[config.mk]
export PLATFORM = sky130hd
export DESIGN_NAME = plpm_sym_tx
export DESIGN_NICKNAME = d
export VERILOG_FILES = /design/src/rtl/plpm_pkg.sv /design/src/rtl/plpm_tick_div.sv /design/src/rtl/plpm_cfg_regs.sv /design/src/rtl/plpm_burst_seq.sv /design/src/rtl/plpm_sym_tx.sv
export SDC_FILE = /design/constraint.sdc
export NUM_CORES = 1
export LEC_CHECK = 0
export BUFFER_PORTS_ARGS = -buffer_cell sky130_fd_sc_hd__buf_2
export CAP_MARGIN = 0
export CORE_ASPECT_RATIO = 1.75
export CORE_UTILIZATION = 40
export CTS_BUF_LIST = sky130_fd_sc_hd__clkbuf_4
export CTS_CLUSTER_SIZE = 10
export DETAILED_ROUTE_END_ITERATION = 10
export PLACE_DENSITY = 0.54
export SYNTH_ARGS = -nofsm -noshare
export SYNTH_HDL_FRONTEND = slang
export SYNTH_SLANG_ARGS = --single-unit
[constraint.sdc]
create_clock -name clk -period 3.6 [get_ports clk]
set_input_delay 0.36 -clock clk [delete_from_list [all_inputs] [get_ports clk]]
set_output_delay 0.36 -clock clk [all_outputs]
set_load 0.005 [all_outputs]
[src/rtl/plpm_pkg.sv]
package plpm_pkg;

  localparam int REG_W = 8;
  localparam int NIB_W = 4;

  typedef enum logic [1:0] {
    ST_IDLE  = 2'd0,
    ST_PULSE = 2'd1,
    ST_SPACE = 2'd2,
    ST_GAP   = 2'd3
  } seq_state_e;

  localparam logic [2:0] SEL_WIDTH     = 3'd0;
  localparam logic [2:0] SEL_COUNT     = 3'd1;
  localparam logic [2:0] SEL_BLANK_HI  = 3'd2;
  localparam logic [2:0] SEL_BLANK_LO  = 3'd3;
  localparam logic [2:0] SEL_BLANK_ANN = 3'd4;
  localparam logic [2:0] SEL_ANN_SPACE = 3'd5;
  localparam logic [2:0] SEL_MODE      = 3'd6;

  localparam logic [REG_W-1:0] RST_WIDTH     = 8'h04;
  localparam logic [REG_W-1:0] RST_COUNT     = 8'h44;
  localparam logic [REG_W-1:0] RST_BLANK_HI  = 8'h1C;
  localparam logic [REG_W-1:0] RST_BLANK_LO  = 8'h2C;
  localparam logic [REG_W-1:0] RST_BLANK_ANN = 8'h40;
  localparam logic [REG_W-1:0] RST_ANN_SPACE = 8'h14;
  localparam logic [1:0]       RST_MODE      = 2'b00;

endpackage

[src/rtl/plpm_tick_div.sv]
module plpm_tick_div #(
  parameter int DIV_N = 7
) (
  input  logic clk,
  input  logic rst_ni,
  output logic tick_o
);
  localparam int CW = (DIV_N > 1) ? $clog2(DIV_N) : 1;
  localparam logic [CW-1:0] LAST = CW'(DIV_N - 1);

  logic [CW-1:0] cnt_q, cnt_d;

  always_comb begin
    cnt_d = cnt_q + 1'b1;
    if (cnt_q == LAST) cnt_d = '0;
  end

  always_ff @(posedge clk or negedge rst_ni) begin
    if (!rst_ni) cnt_q <= '0;
    else         cnt_q <= cnt_d;
  end

  assign tick_o = (cnt_q == LAST);

  AST_TICK_SPACED: assert property (@(posedge clk) disable iff (!rst_ni)
    tick_o |=> !tick_o);

endmodule

[src/rtl/plpm_cfg_regs.sv]
module plpm_cfg_regs
  import plpm_pkg::*;
(
  input  logic             clk,
  input  logic             rst_ni,
  input  logic             wr_i,
  input  logic [2:0]       sel_i,
  input  logic [REG_W-1:0] wdata_i,
  output logic [REG_W-1:0] width_o,
  output logic [NIB_W-1:0] pos_cnt_o,
  output logic [NIB_W-1:0] neg_cnt_o,
  output logic [REG_W:0]   base_o
);
  localparam int NREG = 7;

  logic [NREG-1:0]       wen;
  logic [REG_W-1:0]      shadow_q [NREG];
  logic [REG_W-1:0]      shadow_d [NREG];
  logic [REG_W-1:0]      rst_val  [NREG];

  assign rst_val[SEL_WIDTH]     = RST_WIDTH;
  assign rst_val[SEL_COUNT]     = RST_COUNT;
  assign rst_val[SEL_BLANK_HI]  = RST_BLANK_HI;
  assign rst_val[SEL_BLANK_LO]  = RST_BLANK_LO;
  assign rst_val[SEL_BLANK_ANN] = RST_BLANK_ANN;
  assign rst_val[SEL_ANN_SPACE] = RST_ANN_SPACE;
  assign rst_val[SEL_MODE]      = {{(REG_W-2){1'b0}}, RST_MODE};

  genvar gi;
  generate
    for (gi = 0; gi < NREG; gi++) begin : g_reg
      assign wen[gi] = wr_i && (sel_i == 3'(gi));

      always_comb begin
        shadow_d[gi] = shadow_q[gi];
        if (wen[gi]) shadow_d[gi] = wdata_i;
      end

      always_ff @(posedge clk or negedge rst_ni) begin
        if (!rst_ni) shadow_q[gi] <= rst_val[gi];
        else         shadow_q[gi] <= shadow_d[gi];
      end
    end
  endgenerate

  logic fast_sel, ann_sel;
  assign fast_sel = shadow_q[SEL_MODE][0];
  assign ann_sel  = shadow_q[SEL_MODE][1];

  assign width_o   = shadow_q[SEL_WIDTH];
  assign pos_cnt_o = shadow_q[SEL_COUNT][2*NIB_W-1:NIB_W];
  assign neg_cnt_o = shadow_q[SEL_COUNT][NIB_W-1:0];

  always_comb begin
    if (ann_sel)
      base_o = {1'b0, shadow_q[SEL_BLANK_ANN]} + {1'b0, shadow_q[SEL_ANN_SPACE]};
    else if (fast_sel)
      base_o = {1'b0, shadow_q[SEL_BLANK_HI]};
    else
      base_o = {1'b0, shadow_q[SEL_BLANK_LO]};
  end

endmodule

[src/rtl/plpm_burst_seq.sv]
module plpm_burst_seq
  import plpm_pkg::*;
#(
  parameter int SYM_W = 4
) (
  input  logic             clk,
  input  logic             rst_ni,
  input  logic             tick_i,
  input  logic [REG_W-1:0] width_i,
  input  logic [NIB_W-1:0] pos_cnt_i,
  input  logic [NIB_W-1:0] neg_cnt_i,
  input  logic [REG_W:0]   base_i,
  input  logic             sym_valid_i,
  input  logic [SYM_W-1:0] sym_data_i,
  output logic             sym_ready_o,
  output logic             busy_o,
  output logic             line_p_o,
  output logic             line_n_o
);
  localparam int BASE_W = REG_W + 1;
  localparam int GAP_W  = ((BASE_W > SYM_W) ? BASE_W : SYM_W) + 1;

  seq_state_e         state_q, state_d;
  logic [REG_W-1:0]   wid_q, wid_d;
  logic [REG_W-1:0]   wcnt_q, wcnt_d;
  logic [NIB_W-1:0]   pleft_q, pleft_d;
  logic [NIB_W-1:0]   nleft_q, nleft_d;
  logic [GAP_W-1:0]   gcnt_q, gcnt_d;

  logic               accept;
  logic               has_pulse;
  logic [NIB_W:0]     remain;

  assign accept    = sym_valid_i && (state_q == ST_IDLE);
  assign has_pulse = (width_i != '0) && ((pos_cnt_i != '0) || (neg_cnt_i != '0));
  assign remain    = {1'b0, pleft_q} + {1'b0, nleft_q} - 1'b1;

  always_comb begin
    state_d = state_q;
    wid_d   = wid_q;
    wcnt_d  = wcnt_q;
    pleft_d = pleft_q;
    nleft_d = nleft_q;
    gcnt_d  = gcnt_q;
    unique case (state_q)
      ST_IDLE: begin
        if (accept) begin
          wid_d   = width_i;
          wcnt_d  = width_i - 1'b1;
          pleft_d = (width_i != '0) ? pos_cnt_i : '0;
          nleft_d = (width_i != '0) ? neg_cnt_i : '0;
          gcnt_d  = GAP_W'(base_i) + GAP_W'(sym_data_i);
          state_d = has_pulse ? ST_PULSE : ST_GAP;
        end
      end
      ST_PULSE: begin
        if (wcnt_q == '0) begin
          if (pleft_q != '0) pleft_d = pleft_q - 1'b1;
          else               nleft_d = nleft_q - 1'b1;
          if (remain != '0) begin
            state_d = ST_SPACE;
            wcnt_d  = wid_q - 1'b1;
          end else begin
            state_d = ST_GAP;
          end
        end else begin
          wcnt_d = wcnt_q - 1'b1;
        end
      end
      ST_SPACE: begin
        if (wcnt_q == '0) begin
          state_d = ST_PULSE;
          wcnt_d  = wid_q - 1'b1;
        end else begin
          wcnt_d = wcnt_q - 1'b1;
        end
      end
      ST_GAP: begin
        if (gcnt_q == '0)  state_d = ST_IDLE;
        else if (tick_i)   gcnt_d  = gcnt_q - 1'b1;
      end
      default: state_d = ST_IDLE;
    endcase
  end

  always_ff @(posedge clk or negedge rst_ni) begin
    if (!rst_ni) begin
      state_q <= ST_IDLE;
      wid_q   <= '0;
      wcnt_q  <= '0;
      pleft_q <= '0;
      nleft_q <= '0;
      gcnt_q  <= '0;
    end else begin
      state_q <= state_d;
      wid_q   <= wid_d;
      wcnt_q  <= wcnt_d;
      pleft_q <= pleft_d;
      nleft_q <= nleft_d;
      gcnt_q  <= gcnt_d;
    end
  end

  assign sym_ready_o = (state_q == ST_IDLE);
  assign busy_o      = (state_q != ST_IDLE);
  assign line_p_o    = (state_q == ST_PULSE) && (pleft_q != '0);
  assign line_n_o    = (state_q == ST_PULSE) && (pleft_q == '0);

  AST_LINES_EXCL: assert property (@(posedge clk) disable iff (!rst_ni)
    !(line_p_o && line_n_o));
  AST_PULSE_HELD: assert property (@(posedge clk) disable iff (!rst_ni)
    (state_q == ST_PULSE && wcnt_q != '0) |=> (state_q == ST_PULSE));
  AST_POS_FIRST: assert property (@(posedge clk) disable iff (!rst_ni)
    (line_n_o && busy_o) |=> !line_p_o);
  AST_SNAP_HOLD: assert property (@(posedge clk) disable iff (!rst_ni)
    busy_o |=> $stable(wid_q));
  AST_GAP_WAIT: assert property (@(posedge clk) disable iff (!rst_ni)
    (state_q == ST_GAP && gcnt_q != '0) |=> (state_q == ST_GAP));

endmodule

[src/rtl/plpm_sym_tx.sv]
module plpm_sym_tx
  import plpm_pkg::*;
#(
  parameter int SYM_W = 4,
  parameter int DIV_N = 7
) (
  input  logic             clk,
  input  logic             rst_n,
  input  logic             cfg_wr,
  input  logic [2:0]       cfg_sel,
  input  logic [REG_W-1:0] cfg_wdata,
  input  logic             sym_valid,
  input  logic [SYM_W-1:0] sym_data,
  output logic             sym_ready,
  output logic             busy,
  output logic             line_p,
  output logic             line_n
);
  logic [1:0]       rst_sync_q;
  logic             rst_int_n;
  logic             tick;
  logic [REG_W-1:0] width;
  logic [NIB_W-1:0] pos_cnt, neg_cnt;
  logic [REG_W:0]   base;

  always_ff @(posedge clk or negedge rst_n) begin
    if (!rst_n) rst_sync_q <= 2'b00;
    else        rst_sync_q <= {rst_sync_q[0], 1'b1};
  end
  assign rst_int_n = rst_sync_q[1];

  plpm_tick_div #(.DIV_N(DIV_N)) u_div (
    .clk    (clk),
    .rst_ni (rst_int_n),
    .tick_o (tick)
  );

  plpm_cfg_regs u_cfg (
    .clk       (clk),
    .rst_ni    (rst_int_n),
    .wr_i      (cfg_wr),
    .sel_i     (cfg_sel),
    .wdata_i   (cfg_wdata),
    .width_o   (width),
    .pos_cnt_o (pos_cnt),
    .neg_cnt_o (neg_cnt),
    .base_o    (base)
  );

  plpm_burst_seq #(.SYM_W(SYM_W)) u_seq (
    .clk         (clk),
    .rst_ni      (rst_int_n),
    .tick_i      (tick),
    .width_i     (width),
    .pos_cnt_i   (pos_cnt),
    .neg_cnt_i   (neg_cnt),
    .base_i      (base),
    .sym_valid_i (sym_valid),
    .sym_data_i  (sym_data),
    .sym_ready_o (sym_ready),
    .busy_o      (busy),
    .line_p_o    (line_p),
    .line_n_o    (line_n)
  );

endmodule

==> results.py, run 1 <==
metrics = {
    "power": {
        "power_switching_mw": 1.89,
        "switching_share_pct": 42.9,
        "internal_power_mw": 2.51,
        "combPwrFrac_pct": 50.3,
        "power_density_mw_per_mm2": 781,
        "p_leak_nw": 2.44,
        "clockPowerShare_pct": 12.1,
        "p_seq_share_pct": 37.6,
        "vdd_drop_max_mv": 0.296,
    },
    "timing": {
        "fin_crit_ps": 3070,
        "clock_skew_ps": 25.7,
        "post-route-period-util_pct": 85.4,
        "fmax_ghz": 0.325,
        "rsz0062_at_grt": "no",
        "tightest_slew_ps": 1060,
        "finalHoldViolCount": 0,
        "slew_viol_final": 0,
        "fin_setup_tns_ps": 0,
        "whs_ps": 180,
        "relSlewSlack_pct": 29.1,
        "finalSetupViolations": 0,
    },
    "grt": {
        "antenna_found_initial": 1,
        "grt_pass1_vias": 3739,
        "grt-ovfl-total": 0,
        "grt_usage_pct": 18.5,
        "grt_max_degree": 75,
        "grt_pass1_wl_mm": 18.9,
    },
    "critical_path": {
        "end_kind": "register",
        "crit_family": "compound AO/OA/AOI/OAI gates",
        "worstSetupPathType": "reg2reg",
        "start_kind": "register",
        "path_cells": "inv_1 > ha_1 > inv_1 > ha_1 > a211oi_1 > xor2_1 > a31oi_1 > nor4_1 > a211o_1 > mux2_2",
        "regToRegSetupSlack_ps": 530,
        "worst-path-max-fanout": 15,
        "arrival_ps": 3460,
        "slowest_delay_ps": 460,
        "crit_slowest_cell": "a211o_1",
        "cp_num_buf_inv": 2,
        "required_ps": 3980,
    },
    "detailed_routing": {
        "routed_via_density": 5.34,
        "vias": 3711,
        "final_antenna_net_count": 0,
        "dr.pass1.iters": 4,
        "wl_per_cell_um": 16.5,
        "routed_wirelength_mm": 11.5,
        "drc": 0,
        "drtIter0Drc": 202,
    },
    "logic_synthesis": {
        "post-synth-top-area-cell": "dfrtp_1",
        "synth.net_count": 546,
        "yosysSeqAreaShare_pct": 44.0,
        "synth_cells": 496,
        "async_flop_share_pct": 100,
        "netlist.area_leader.share_pct": 38.0,
        "ys_types": 63,
        "avgSynthCellArea_um2": 10.5,
        "yosys-top-cells-area": "dfrtp_1, mux2_2, ha_1",
        "synth-seq-cells": 91,
        "synth-edff-count": 0,
        "ys.flop_type": "dfrtp_1",
        "yosys_warnings": 0,
        "synth_most_common_cell": "dfrtp_1",
        "synth_common_cells": "dfrtp_1, mux2_2, nand2_1, o21ai_0, a21oi_1",
        "synthesis.area_mm2": 0.00521,
    },
    "die": {
        "rows": 54,
        "start_util_pct": 41.4,
        "die_h_um": 153,
        "fp.dieArea_mm2": 0.0135,
        "ios": 23,
        "coreArea_mm2": 0.0126,
        "die_w_um": 88.2,
    },
    "placed_design": {
        "gp_congestion": 0.841,
        "port_buffers": 22,
        "hpwl_mm": 8.62,
    },
    "clock_tree": {
        "clk_pin_slew_ps": 160,
        "htreeDepth": 3,
        "cts_tree": "built",
        "clk_latency_ps": 470,
        "cts_root_buf": "clkbuf_4",
        "clock_path_buffers": 2,
        "numCtsBuffers": 9,
        "cts-resized-gates": 0,
        "cts_sinks": 91,
    },
    "job": {
        "max_cap_violations": 0,
    },
    "final_layout": {
        "syn_to_final_growth_pct": 8.36,
        "fin_nets": 571,
        "drive_gt1_share_pct": 24.7,
        "nFillCells": 1228,
    },
    "status": {
        "status": "complete, no violations",
    },
    "min_path": {
        "hp-class": "in2async",
    },
}
[worst paths after layout]
check                      depth (start not counted)                  to              from
hold reg to reg                                    0       rst_sync_q[1]     rst_sync_q[0]
setup reg to reg                                  10     u_seq.wcnt_q[0]  u_seq.pleft_q[2]
min in group clk                                   2  u_cfg.shadow_q[27]      cfg_wdata[3]
hold / removal                                     2       rst_sync_q[1]             rst_n
max in group asynchronous                          1  u_cfg.shadow_q[10]     rst_sync_q[1]
setup / recovery                                  10     u_seq.wcnt_q[0]  u_seq.pleft_q[2]
[per-stage QoR]
| step | utilization [%] | worst slack (ps) | total power, mW | instances | area (um2) |
|---|---|---|---|---|---|
| after floorplan | - | 899 | 3.36 | 496 | 5210 |
| after global placement | 43.8 | 688 | 3.84 | 677 | 5510 |
| after detailed placement | 43.8 | 528 | 3.91 | 677 | 5510 |
| after CTS | 44.9 | 495 | 4.46 | 694 | 5640 |
| after global routing | 44.9 | 304 | 4.82 | 695 | 5640 |
| final | 44.9 | 526 | 4.41 | 695 | 5640 |
[logic make-up (layout without fill, tap and decap cells)]
| family | count (synthesis) | count (layout) | synth area share, % |
|---|---|---|---|
| and+or+nand+nor | 122 | 122 | 12.5 |
| AOI/OAI and AO/OA | 118 | 118 | 13.9 |
| DFF | 91 | 91 | 44.0 |
| muxes | 71 | 71 | 15.2 |
| buffers and inverters | 43 | 73 | 3.22 |
| adders and majority gates | 31 | 31 | 7.88 |
| xor gates and xnor gates | 19 | 19 | 3.20 |
| other | 1 | 2 | 0.0720 |
[power by group through the flow]
stage / registers [mW] / clock network, mW / logic [mW]
final: 1.66 / 0.535 / 2.22
after global routing: 1.71 / 0.595 / 2.52
after CTS: 1.66 / 0.552 / 2.25
after detailed placement: 1.68 / 0 / 2.24
after global placement: 1.66 / 0 / 2.17
after floorplan: 1.58 / 0 / 1.78
[what timing repair did]
item	CTS	global route
hold buffers	1	0
hold endpoints to repair	2	0
setup buffers	0	0
[state kept, by name (all words and copies together) (netlist names)]
signal,flops
u_seq.state_q,2
u_cfg.shadow_q,32
u_cfg.width_o,8
rst_sync_q,2
u_seq.pleft_q,4
u_seq.wcnt_q,8
u_div.cnt_q,3
u_seq.gcnt_q,10
u_cfg.neg_cnt_o,4
u_cfg.pos_cnt_o,4
u_cfg.ann_sel,1
u_cfg.fast_sel,1
u_seq.nleft_q,4
u_seq.wid_q,8
[worst register-to-register path, cell delays in order, from the launching register on]
cell      delay, ps
dfrtp_1         430
inv_1           110
ha_1            290
inv_1            70
ha_1            290
a211oi_1        310
xor2_1          200
a31oi_1         110
nor4_1          360
a211o_1         460
mux2_2          390
[metal layers]
metal	vias to the layer above	global-route usage (%)	part of all wire (%)
li1	1841	-	-
met1	1789	20.9	41
met2	50	32.6	54
met3	31	3.13	2.2
met4	0	9.29	3.5
met5	-	0	0
[layout make-up]
type                            instances  area, um2  share of cell area [%]
Antenna cell                            1       2.50                  0.0444
Clock buffer                           10       75.1                    1.33
Clock inverter                          6       48.8                   0.865
Inverter                               30        113                    2.00
Multi-Input combinational cell        362       2750                    48.7
Sequential cell                        91       2300                    40.7
Tap cell                              168        210                    3.73
Timing Repair Buffer                   27        150                    2.66
[layout by cell type, fill, tap and decap left out, drive strengths merged, types with 5 or more instances in the layout]
cell type  Yosys  routed
xor2          12      12
nor4           9       9
a21oi         32      32
dfstp         12      12
a211oi         8       8
nand2         38      38
buf            3      26
mux2i          8       8
mux2          63      63
a21o           5       5
nor2          25      25
clkbuf        10      10
inv           30      33
a31oi          5       5
ha            28      28
xnor2          7       7
o21ai         39      39
nor3           8       8
dfrtp         79      79
or3            5       5
o22ai          5       5
nand3          8       8
(Power assumes the default switching activity.)
==> run 2, diff against run 1 <==
==> constraint.sdc (replaced) <==
create_clock -name clk -period 3.35 [get_ports clk]
set_input_delay 0.335 -clock clk [delete_from_list [all_inputs] [get_ports clk]]
set_output_delay 0.335 -clock clk [all_outputs]
set_load 0.005 [all_outputs]
==> run 2 against run 1 <==
Against the previous run:
- final area is 0.82% higher
- clock skew decreased by 7.4 ps
- routed wire length increased by 2.0%
- non-clock buffer count grew 3
- worst setup slack got worse by 150 ps
- critical path type unchanged
- critical endpoint is now u_seq.gcnt_q[6]
- largest power group unchanged
==> results.py, run 2 (synthesis results as in run 1) <==
metrics = {
    "critical_path": {
        "cpMostUsedCell": "nand2_1",
        "r2r-start": "u_cfg.shadow_q[9]",
        "r2r-end": "u_seq.gcnt_q[6]",
        "path_cells": "ha_1 > a21o_1 > a21oi_1 > xnor2_1 > nand2_1 > o21ai_0 > ha_1 > nand2_1 > nor2_1 > a211oi_1 > nor2_1 > nand2_1 > xnor2_1 > a221o_1",
        "worst-path-max-fanout": 3,
        "required_ps": 3690,
        "arrival_ps": 3310,
        "regToRegSetupSlack_ps": 370,
        "slowest_delay_ps": 420,
        "worstSetupPathType": "reg2reg",
        "end_kind": "register",
        "r2r_cells": 14,
        "crit_slowest_cell": "dfrtp_1",
        "start_kind": "register",
    },
    "power": {
        "p_leak_nw": 2.47,
        "vdd_drop_max_mv": 0.367,
        "finalPower_mw": 4.85,
        "power_density_mw_per_mm2": 853,
    },
    "die": {
        "die_h_um": 153,
        "rows": 54,
        "fp.dieArea_mm2": 0.0135,
        "coreArea_mm2": 0.0126,
        "ios": 23,
        "die_w_um": 88.2,
        "start_util_pct": 41.4,
    },
    "clock_tree": {
        "cts_setup_buffers": 0,
        "cts_root_buf": "clkbuf_4",
        "cts_sinks": 91,
        "cts-resized-gates": 0,
        "clock_path_buffers": 2,
        "cts_tree": "built",
        "htreeDepth": 3,
        "clk_pin_slew_ps": 150,
        "numCtsBuffers": 9,
        "clk_latency_ps": 450,
    },
    "min_path": {
        "hp-class": "in2async",
    },
    "grt": {
        "grt-ovfl-total": 0,
        "grt_pass1_vias": 3945,
        "antenna_found_initial": 1,
        "grt_max_degree": 53,
        "grt_pass1_wl_mm": 19.8,
        "grt_usage_pct": 19.4,
    },
    "final_layout": {
        "syn_to_final_growth_pct": 9.25,
        "top_register": "u_cfg.shadow_q",
        "final_cell_mix": "dfrtp_1, mux2_2, nand2_1, o21ai_0, a21oi_1",
        "largest_reg_flops": 32,
        "final_common_cell": "dfrtp_1",
        "reg_top3": "u_cfg.shadow_q x32, u_seq.gcnt_q x10",
        "drive_gt1_share_pct": 25.1,
        "fin_nets": 574,
        "layout.cells.non_filler": 698,
    },
    "detailed_routing": {
        "dr.pass1.iters": 4,
        "wl_per_cell_um": 16.8,
        "drtIter0Drc": 166,
        "vias": 3766,
        "routed_wirelength_mm": 11.7,
        "routed_via_density": 5.40,
        "drc": 0,
        "final_antenna_net_count": 0,
    },
    "timing": {
        "fin_setup_tns_ps": 0,
        "finalSetupViolations": 0,
        "clock_skew_ps": 18.3,
        "rsz0062_at_grt": "no",
        "whs_ps": 172,
        "fmax_ghz": 0.336,
        "slew_viol_final": 0,
        "finalHoldViolCount": 0,
        "post-route-period-util_pct": 88.8,
        "fin_crit_ps": 2980,
        "relSlewSlack_pct": 30.1,
        "tightest_slew_ps": 1040,
    },
    "placed_design": {
        "hpwl_mm": 8.85,
        "dpl.cell_count": 680,
        "port_buffers": 22,
        "gp_congestion": 0.815,
    },
    "status": {
        "status": "complete, no violations",
    },
    "job": {
        "max_cap_violations": 0,
    },
}
## run 2: cell count changes in the layout (fill, tap and decap cells not counted), sizes merged
cell / before / now
buf: 26 / 29
bufinv: 0 / 1
clkinv: 0 / 2
clkinvlp: 3 / 1
inv: 33 / 32
## run 2: final cells by class
cell class	count	area [um2]
diodes	1	2.50
clock buffers	10	75.1
clock inverters	6	72.6
fillers	1247	6880
inverters	30	113
multi-input cells	362	2750
flip-flops and latches	91	2300
well taps	168	210
repair buffers	30	173
## run 2: per-layer routing
layer | wire (um) | GRT usage (%) | share of wire (%)
met5 | 0 | 0 | 0
met3 | 185 | 3.24 | 1.6
met4 | 248 | 6.84 | 2.1
met2 | 6600 | 35.6 | 56
met1 | 4680 | 21.9 | 40
## run 2: power by group
group	switching, mW	internal, mW	leakage, nW
sequential	0.302	1.48	1.07
clock	0.400	0.244	0.0776
combinational	1.35	1.08	1.32
total	2.05	2.80	2.47
## run 2: how the worst max path moves through the flow
stage                 startpoint         endpoint  slack (ps)  cells past startpoint
2_1_floorplan      rst_sync_q[1]    u_cfg.ann_sel         650                      0
3_3_place_gp   u_cfg.shadow_q[9]  u_seq.gcnt_q[6]         400                     14
3_5_place_dp   u_cfg.shadow_q[9]  u_seq.gcnt_q[6]         360                     14
4_1_cts        u_cfg.shadow_q[9]  u_seq.gcnt_q[6]         330                     14
5_1_grt        u_cfg.shadow_q[8]  u_seq.gcnt_q[9]         160                     13
6_report       u_cfg.shadow_q[9]  u_seq.gcnt_q[6]         370                     14
## run 2: what timing repair did
item	in CTS	in global routing
endpoints found under the setup margin	0	0
hold buffers	1	0
endpoints found under the hold margin	2	0
## run 2: metrics by stage
step | worst slack (ps) | cell area, um2 | util, %
floorplan | 649 | 5210 | -
global placement | 401 | 5530 | 44.0
detailed placement | 357 | 5530 | 44.0
CTS | 329 | 5690 | 45.2
global route | 160 | 5690 | 45.3
finish | 375 | 5690 | 45.3
## run 2: critical path, delay by kind of cell (launching register included)
family | cells | cell delay, ps
adder cells (fa/ha/maj) | 2 | 660
XOR/XNOR | 2 | 210
AND/OR/NAND/NOR | 5 | 380
flip-flops | 1 | 420
AO/OA/AOI/OAI | 5 | 1220
